File: config.mk
export PLATFORM = sky130hd
export DESIGN_NAME = uload_combiner
export DESIGN_NICKNAME = d
export VERILOG_FILES = /design/src/rtl/uload_pkg.sv /design/src/rtl/uload_ctrl.sv /design/src/rtl/uload_merge.sv /design/src/rtl/uload_combiner.sv
export SDC_FILE = /design/constraint.sdc
export NUM_CORES = 1
export LEC_CHECK = 0
export ABC_AREA = 1
export BUFFER_PORTS_ARGS = -buffer_cell sky130_fd_sc_hd__buf_4
export CORE_ASPECT_RATIO = 1.1
export CORE_MARGIN = 1
export CORE_UTILIZATION = 45
export CTS_CLUSTER_SIZE = 16
export DETAILED_ROUTE_END_ITERATION = 6
export HOLD_SLACK_MARGIN = 0.05
export PLACE_DENSITY = 0.67
export SYNTH_ARGS = -nofsm -noshare
export SYNTH_HDL_FRONTEND = slang
export SYNTH_SLANG_ARGS = --single-unit
File: constraint.sdc
create_clock -name clk -period 2.9 [get_ports clk]
set_clock_uncertainty 0.2 [all_clocks]
set_input_delay 0.29 -clock clk [delete_from_list [all_inputs] [get_ports clk]]
set_output_delay 0.29 -clock clk [all_outputs]
set_load 0.02 [all_outputs]
File: src/rtl/uload_pkg.sv
package uload_pkg;

   typedef enum logic [1:0] {
      ST_IDLE  = 2'd0,
      ST_READ0 = 2'd1,
      ST_READ1 = 2'd2,
      ST_DONE  = 2'd3
   } uload_state_e;

endpackage

File: src/rtl/uload_ctrl.sv
module uload_ctrl
   import uload_pkg::*;
#(
   parameter int ADDR_W     = 32,
   parameter int LANE_BYTES = 16
) (
   input  logic                             clk,
   input  logic                             rst_n,
   input  logic                             req_valid_i,
   input  logic [ADDR_W-1:0]                req_addr_i,
   input  logic                             req_acheck_i,
   output logic                             req_ready_o,
   output logic                             mem_rd_en_o,
   output logic [ADDR_W-1:0]                mem_addr_o,
   output logic                             cap_lo_o,
   output logic [$clog2(LANE_BYTES)-1:0]    off_o,
   output logic                             done_o,
   output logic                             fault_o
);
   localparam int OFF_W = $clog2(LANE_BYTES);
   localparam logic [ADDR_W-1:0] STEP = ADDR_W'(LANE_BYTES);

   uload_state_e      state_q, state_d;
   logic [ADDR_W-1:0] base_q;
   logic [OFF_W-1:0]  off_q;
   logic              fault_q;

   logic              accept;
   logic [OFF_W-1:0]  req_off;
   logic              req_trap;

   assign accept   = req_valid_i && (state_q == ST_IDLE);
   assign req_off  = req_addr_i[OFF_W-1:0];
   assign req_trap = req_acheck_i && (req_off != '0);

   always_comb begin
      state_d = state_q;
      unique case (state_q)
         ST_IDLE:  if (accept) state_d = req_trap ? ST_DONE : ST_READ0;
         ST_READ0: state_d = (off_q != '0) ? ST_READ1 : ST_DONE;
         ST_READ1: state_d = ST_DONE;
         ST_DONE:  state_d = ST_IDLE;
         default:  state_d = ST_IDLE;
      endcase
   end

   always_ff @(posedge clk or negedge rst_n) begin
      if (!rst_n) begin
         state_q <= ST_IDLE;
         base_q  <= '0;
         off_q   <= '0;
         fault_q <= 1'b0;
      end else begin
         state_q <= state_d;
         if (accept) begin
            base_q  <= {req_addr_i[ADDR_W-1:OFF_W], {OFF_W{1'b0}}};
            off_q   <= req_off;
            fault_q <= req_trap;
         end
      end
   end

   assign req_ready_o = (state_q == ST_IDLE);
   assign mem_rd_en_o = (state_q == ST_READ0) || (state_q == ST_READ1);
   assign mem_addr_o  = (state_q == ST_READ1) ? base_q + STEP : base_q;
   assign cap_lo_o    = (state_q == ST_READ1);
   assign off_o       = off_q;
   assign done_o      = (state_q == ST_DONE);
   assign fault_o     = (state_q == ST_DONE) && fault_q;

endmodule

File: src/rtl/uload_merge.sv
module uload_merge #(
   parameter int LANE_BYTES = 16,
   parameter bit LOG_SHIFT  = 1'b1
) (
   input  logic                          clk,
   input  logic                          rst_n,
   input  logic                          cap_lo_i,
   input  logic [$clog2(LANE_BYTES)-1:0] off_i,
   input  logic                          emit_i,
   input  logic [8*LANE_BYTES-1:0]       mem_rdata_i,
   output logic [8*LANE_BYTES-1:0]       data_o
);
   localparam int OFF_W  = $clog2(LANE_BYTES);
   localparam int DATA_W = 8 * LANE_BYTES;

   logic [DATA_W-1:0]   lo_q;
   logic [2*DATA_W-1:0] cat;
   logic [DATA_W-1:0]   shifted;
   logic [DATA_W-1:0]   picked;

   always_ff @(posedge clk or negedge rst_n) begin
      if (!rst_n)        lo_q <= '0;
      else if (cap_lo_i) lo_q <= mem_rdata_i;
   end

   assign cat = {mem_rdata_i, lo_q};

   generate
      if (LOG_SHIFT) begin : g_log
         logic [2*DATA_W-1:0] stg [0:OFF_W];
         assign stg[0] = cat;
         for (genvar k = 0; k < OFF_W; k++) begin : g_stage
            assign stg[k+1] = off_i[k] ? (stg[k] >> (8 * (1 << k))) : stg[k];
         end
         assign shifted = stg[OFF_W][DATA_W-1:0];
      end else begin : g_mux
         always_comb begin
            shifted = cat[DATA_W-1:0];
            for (int j = 1; j < LANE_BYTES; j++) begin
               if (off_i == OFF_W'(j)) shifted = cat[8*j +: DATA_W];
            end
         end
      end
   endgenerate

   assign picked = (off_i == '0) ? mem_rdata_i : shifted;
   assign data_o = emit_i ? picked : '0;

endmodule

File: src/rtl/uload_combiner.sv
module uload_combiner #(
   parameter int ADDR_W     = 32,
   parameter int LANE_BYTES = 16,
   parameter bit LOG_SHIFT  = 1'b1
) (
   input  logic                      clk,
   input  logic                      rst_n,
   input  logic                      req_valid_i,
   output logic                      req_ready_o,
   input  logic [ADDR_W-1:0]         req_addr_i,
   input  logic                      req_acheck_i,
   output logic                      mem_rd_en_o,
   output logic [ADDR_W-1:0]         mem_addr_o,
   input  logic [8*LANE_BYTES-1:0]   mem_rdata_i,
   output logic                      rsp_valid_o,
   output logic [8*LANE_BYTES-1:0]   rsp_data_o,
   output logic                      rsp_fault_o
);
   localparam int OFF_W = $clog2(LANE_BYTES);

   generate
      if (LANE_BYTES < 2 || (LANE_BYTES & (LANE_BYTES - 1)) != 0) begin : g_bad_lane
         $error("LANE_BYTES must be a power of two of at least 2");
      end
      if (ADDR_W <= OFF_W) begin : g_bad_addr
         $error("ADDR_W must exceed the line offset width");
      end
   endgenerate

   logic             cap_lo;
   logic [OFF_W-1:0] off;
   logic             done;
   logic             fault;

   uload_ctrl #(
      .ADDR_W     (ADDR_W),
      .LANE_BYTES (LANE_BYTES)
   ) u_ctrl (
      .clk          (clk),
      .rst_n        (rst_n),
      .req_valid_i  (req_valid_i),
      .req_addr_i   (req_addr_i),
      .req_acheck_i (req_acheck_i),
      .req_ready_o  (req_ready_o),
      .mem_rd_en_o  (mem_rd_en_o),
      .mem_addr_o   (mem_addr_o),
      .cap_lo_o     (cap_lo),
      .off_o        (off),
      .done_o       (done),
      .fault_o      (fault)
   );

   uload_merge #(
      .LANE_BYTES (LANE_BYTES),
      .LOG_SHIFT  (LOG_SHIFT)
   ) u_merge (
      .clk         (clk),
      .rst_n       (rst_n),
      .cap_lo_i    (cap_lo),
      .off_i       (off),
      .emit_i      (done && !fault),
      .mem_rdata_i (mem_rdata_i),
      .data_o      (rsp_data_o)
   );

   assign rsp_valid_o = done;
   assign rsp_fault_o = fault;

endmodule

==> results.md <==
- Clock tree from TritonCTS: yes
- Xor and xnor area share after synthesis: 0.9439%
- Number of placed I/O pins: ~330
- Main combinational cell family by area after synthesis: simple AND/OR/NAND/NOR gates
- Slew headroom: between 40% and 50%
- Fraction of layout instances using a drive strength above 1: approximately 24%
- Cell type contributing the most total cell area after synthesis: sky130_fd_sc_hd__nand2_1
- Cell with the largest stage delay on the worst path: sky130_fd_sc_hd__dfrtp_4
- Origin of the critical flop-to-flop path: u_ctrl.state_q[0]
- Critical-path maximum fanout: 8
- Number of global-route vias before repair: about 22000
- Violated checks: negative setup slack
- Top cell by count, worst path: sky130_fd_sc_hd__nand3_1
- Most frequently used cell type in the post-synthesis netlist: sky130_fd_sc_hd__nand2_1
- Input/output buffers: around 320
- Post-detailed-route via-to-cell ratio: slightly above 6
- Avg WL per Cell: approximately 22 um
- Max-cap violation count: 0
- Pin slew with the least headroom to its limit: 0.7722 ns
- Number of H-tree levels: 4
- Final worst slack: -0.03515 ns
- R2r setup slk: roughly 0.14 ns
- Worst flop-to-flop path endpoint: u_ctrl.fault_q
- Worst skew pair latency: roughly 0.47 ns
- Routability congestion estimate from global placement: around 1.0
- Max clock buf depth: 2
- Simple-gate share of the synthesized area: 53.95%
- Type of the tightest min-delay check: input port to asynchronous set/reset pin
- Most instantiated flip-flop cell in the synthesis netlist: sky130_fd_sc_hd__dfrtp_1
- Fin crit period: about 2.9 ns
- Source of the critical timing path: u_ctrl.off_o[0]
- Die Area: ~40000 sq um
- Number of DRC markers after the initial detailed-route iteration: approximately 3600
- Number of antenna violations at the first check in global routing: 3
- Count of antenna-violating nets left after detailed routing: 0
- Largest net degree at the start of global routing: 146
- Most area-consuming cells after synthesis: sky130_fd_sc_hd__nand2_1 26%, sky130_fd_sc_hd__nand3_1 26%, sky130_fd_sc_hd__dfrtp_1 23%
- Total stage count of the critical path: 11
- Outcome: complete, but fails checks
- Cell row count: 75
- Die boundary height: ~210 um
- Cells traversed along the worst timing path: buf_12 > clkinv_16 > buf_8 > clkbuf_16 > nand2_1 > nand3_1 > nand3_1 > nand3_1 > nand2_2 > a21oi_1 > buf_4
- Worst r2r path cells: 11
- Clock transition at path regs: 0.07 ns
- Standard cell core area: approximately 38000 sq um
- Die width: between 150 and 200 um
- Setup repair after global routing missed its margin: true
- Complex-gate fraction of the synthesized area: approximately 11%
- Number of instances in the synthesized netlist: 3174
- Area share of the leading cell type in the synthesized netlist: a little over a quarter
- Clock buffer count from CTS: 17
- Fmax: between 300 and 400 MHz
- # nets final: between 3000 and 4000
- Worst Path Buf+Inv: 5
- Layout overhead on the synthesized area: 45.24%
- Largest stage delay, worst path: approximately 0.49 ns
- Total routed wirelength: ~91 mm
- EDFF count, synth: 0
- # DRC: 0
- Cell type group with the largest total delay on the critical path: buffers and inverters
- Crit path DAT: ~2.5 ns
- Adder-cell share of the synthesized area: less than 1%
- Clk sinks: between 150 and 200
- Largest vdd supply drop: 1217 uV
- Instance count after placement with tap cells included: 3812
- Total global routing overflow: 0
- Share of synthesized flip-flops with an asynchronous set or reset: between 90% and 100%
- Setup violators final: 8
- Setup Slack @ Placement: between 0.2 and 0.3 ns
- Overall routing resource usage: roughly two fifths
- Synthesis Warnings: 0
- Required time of the critical path: 2.41 ns
- Total power of the final layout: ~34 mW
- Post-synthesis mux area share: 0%
- Wire length of the first global-routing pass: between 100 and 150 mm
- Final max-slew violation count: 0
- Final Non-Filler Cells: about 4100
- Detailed Place HPWL: 57.21 mm
- Total number of vias: 25090
- Most instantiated cells after synthesis: 1242 x sky130_fd_sc_hd__nand2_1, 914 x sky130_fd_sc_hd__nand3_1, 198 x sky130_fd_sc_hd__o21ai_0
- Number of hold violations in the final report: 0
- Netlist area before placement: 17630 sq um
- Capture point of the worst path: rsp_data_o[106]
- Mapped Avg Cell Area: between 5 and 6 sq um
- CTS Root Buffer Type: sky130_fd_sc_hd__clkbuf_16
- Pleak: around 13 nW
- DRT Pass-1 Iters: 7
- Number of storage elements in the synthesis netlist: approximately 160
- Number of distinct standard cells referenced by the synthesized netlist: 32
- Fraction of the yosys area taken by sequential cells: 23.14%
- Category of the most critical setup path: register to output port
- Effective utilization at floorplan: 45.93%
- Critical Path Sink Type: output port
- Launching element type of the critical path: register
- Total power per unit cell area: 1344 nW/um^2
- Fraction of the cycle the final worst path needs: 101.2%
-- worst min-delay path by stage --
stage	start	slack [ns]	cells past startpoint	end
6_report	rst_n	0.16	2	u_merge.lo_q[32]
5_1_grt	rst_n	0.21	2	u_merge.lo_q[32]
4_1_cts	rst_n	0.18	2	u_merge.lo_q[32]
3_5_place_dp	rst_n	0.12	1	u_merge.lo_q[32]
3_3_place_gp	rst_n	0.10	1	u_merge.lo_q[32]
2_1_floorplan	rst_n	-0.21	0	u_ctrl.base_q[10]
-- placed cells by master, fill, tap and decap left out, types with 16 or more instances in the layout --
master,synthesis,routed
sky130_fd_sc_hd__dlygate4sd3_1,0,164
sky130_fd_sc_hd__dfrtp_1,163,157
sky130_fd_sc_hd__o21ai_0,198,179
sky130_fd_sc_hd__buf_4,18,344
sky130_fd_sc_hd__nor2_1,26,24
sky130_fd_sc_hd__nand2_1,1242,1133
sky130_fd_sc_hd__a21oi_2,0,30
sky130_fd_sc_hd__buf_6,15,42
sky130_fd_sc_hd__nand2_2,0,99
sky130_fd_sc_hd__nand3_1,914,727
sky130_fd_sc_hd__nand3_2,0,180
sky130_fd_sc_hd__a21oi_1,100,64
sky130_fd_sc_hd__inv_1,153,148
sky130_fd_sc_hd__xor2_1,16,16
sky130_fd_sc_hd__clkbuf_16,0,36
sky130_fd_sc_hd__o21ai_1,23,32
sky130_fd_sc_hd__buf_12,0,27
sky130_fd_sc_hd__o21bai_1,35,31
-- repair_timing --
| item | 4_1_cts | 5_1_grt |
|---|---|---|
| setup buffers | 8 | 27 |
| endpoints found under the hold margin | 214 | 0 |
| pin swaps | 4 | 107 |
| setup endpoints to repair | 127 | 136 |
| gates resized for setup | 76 | 402 |
| hold buffers | 164 | 0 |
| gates cloned | 9 | 25 |
-- cell families after synthesis --
group           after synthesis
flops                       163
other cells                   1
fa+ha+maj                     5
xor+xnor                     19
compound gates              365
simple gates               2209
buf+inv                     412
-- registers in the layout (all words and copies together), names as in the netlist --
| register | count |
|---|---|
| u_ctrl.base_q | 28 |
| u_ctrl.fault_q | 1 |
| u_ctrl.off_o | 4 |
| u_ctrl.state_q | 2 |
| u_merge.lo_q | 128 |
-- power by group --
group / internal (mW) / switching [mW]
Sequential: 3.43 / 1.23
Combinational: 9.54 / 17.7
Clock: 1.43 / 1.08
-- per-layer routing --
layer  routed length [um]  GRT usage, %
met1                36850         59.03
met2                37460         57.68
met3                13750         15.13
met4                 2793         11.28
met5                    0             0
-- through the flow --
step / cell area, sq um / setup TNS, ns / hold WS (ns) / util, %
finish: 25610 / -0.1343 / 0.1570 / 66.72
global route: 25600 / -3.273 / 0.2088 / 66.71
CTS: 23230 / -0.1240 / 0.1824 / 60.52
detailed placement: 20330 / 0 / 0.1186 / 52.97
global placement: 20330 / 0 / 0.1028 / 52.97
floorplan: 17640 / 0 / -0.2056 / -
-- layout make-up --
cell class                      instances  area, sq um
Tap cell                              500        625.6
Multi-Input combinational cell       2602        13290
Timing Repair Buffer                  618         6289
Fill cell                            3536        12770
Timing Repair inverter                  2        17.52
Antenna cell                            3        7.507
Clock inverter                         10        147.6
Sequential cell                       163         4096
Clock buffer                           22        474.2
Inverter                              159        659.4
Note: power is estimated with default switching activity, not from simulation.
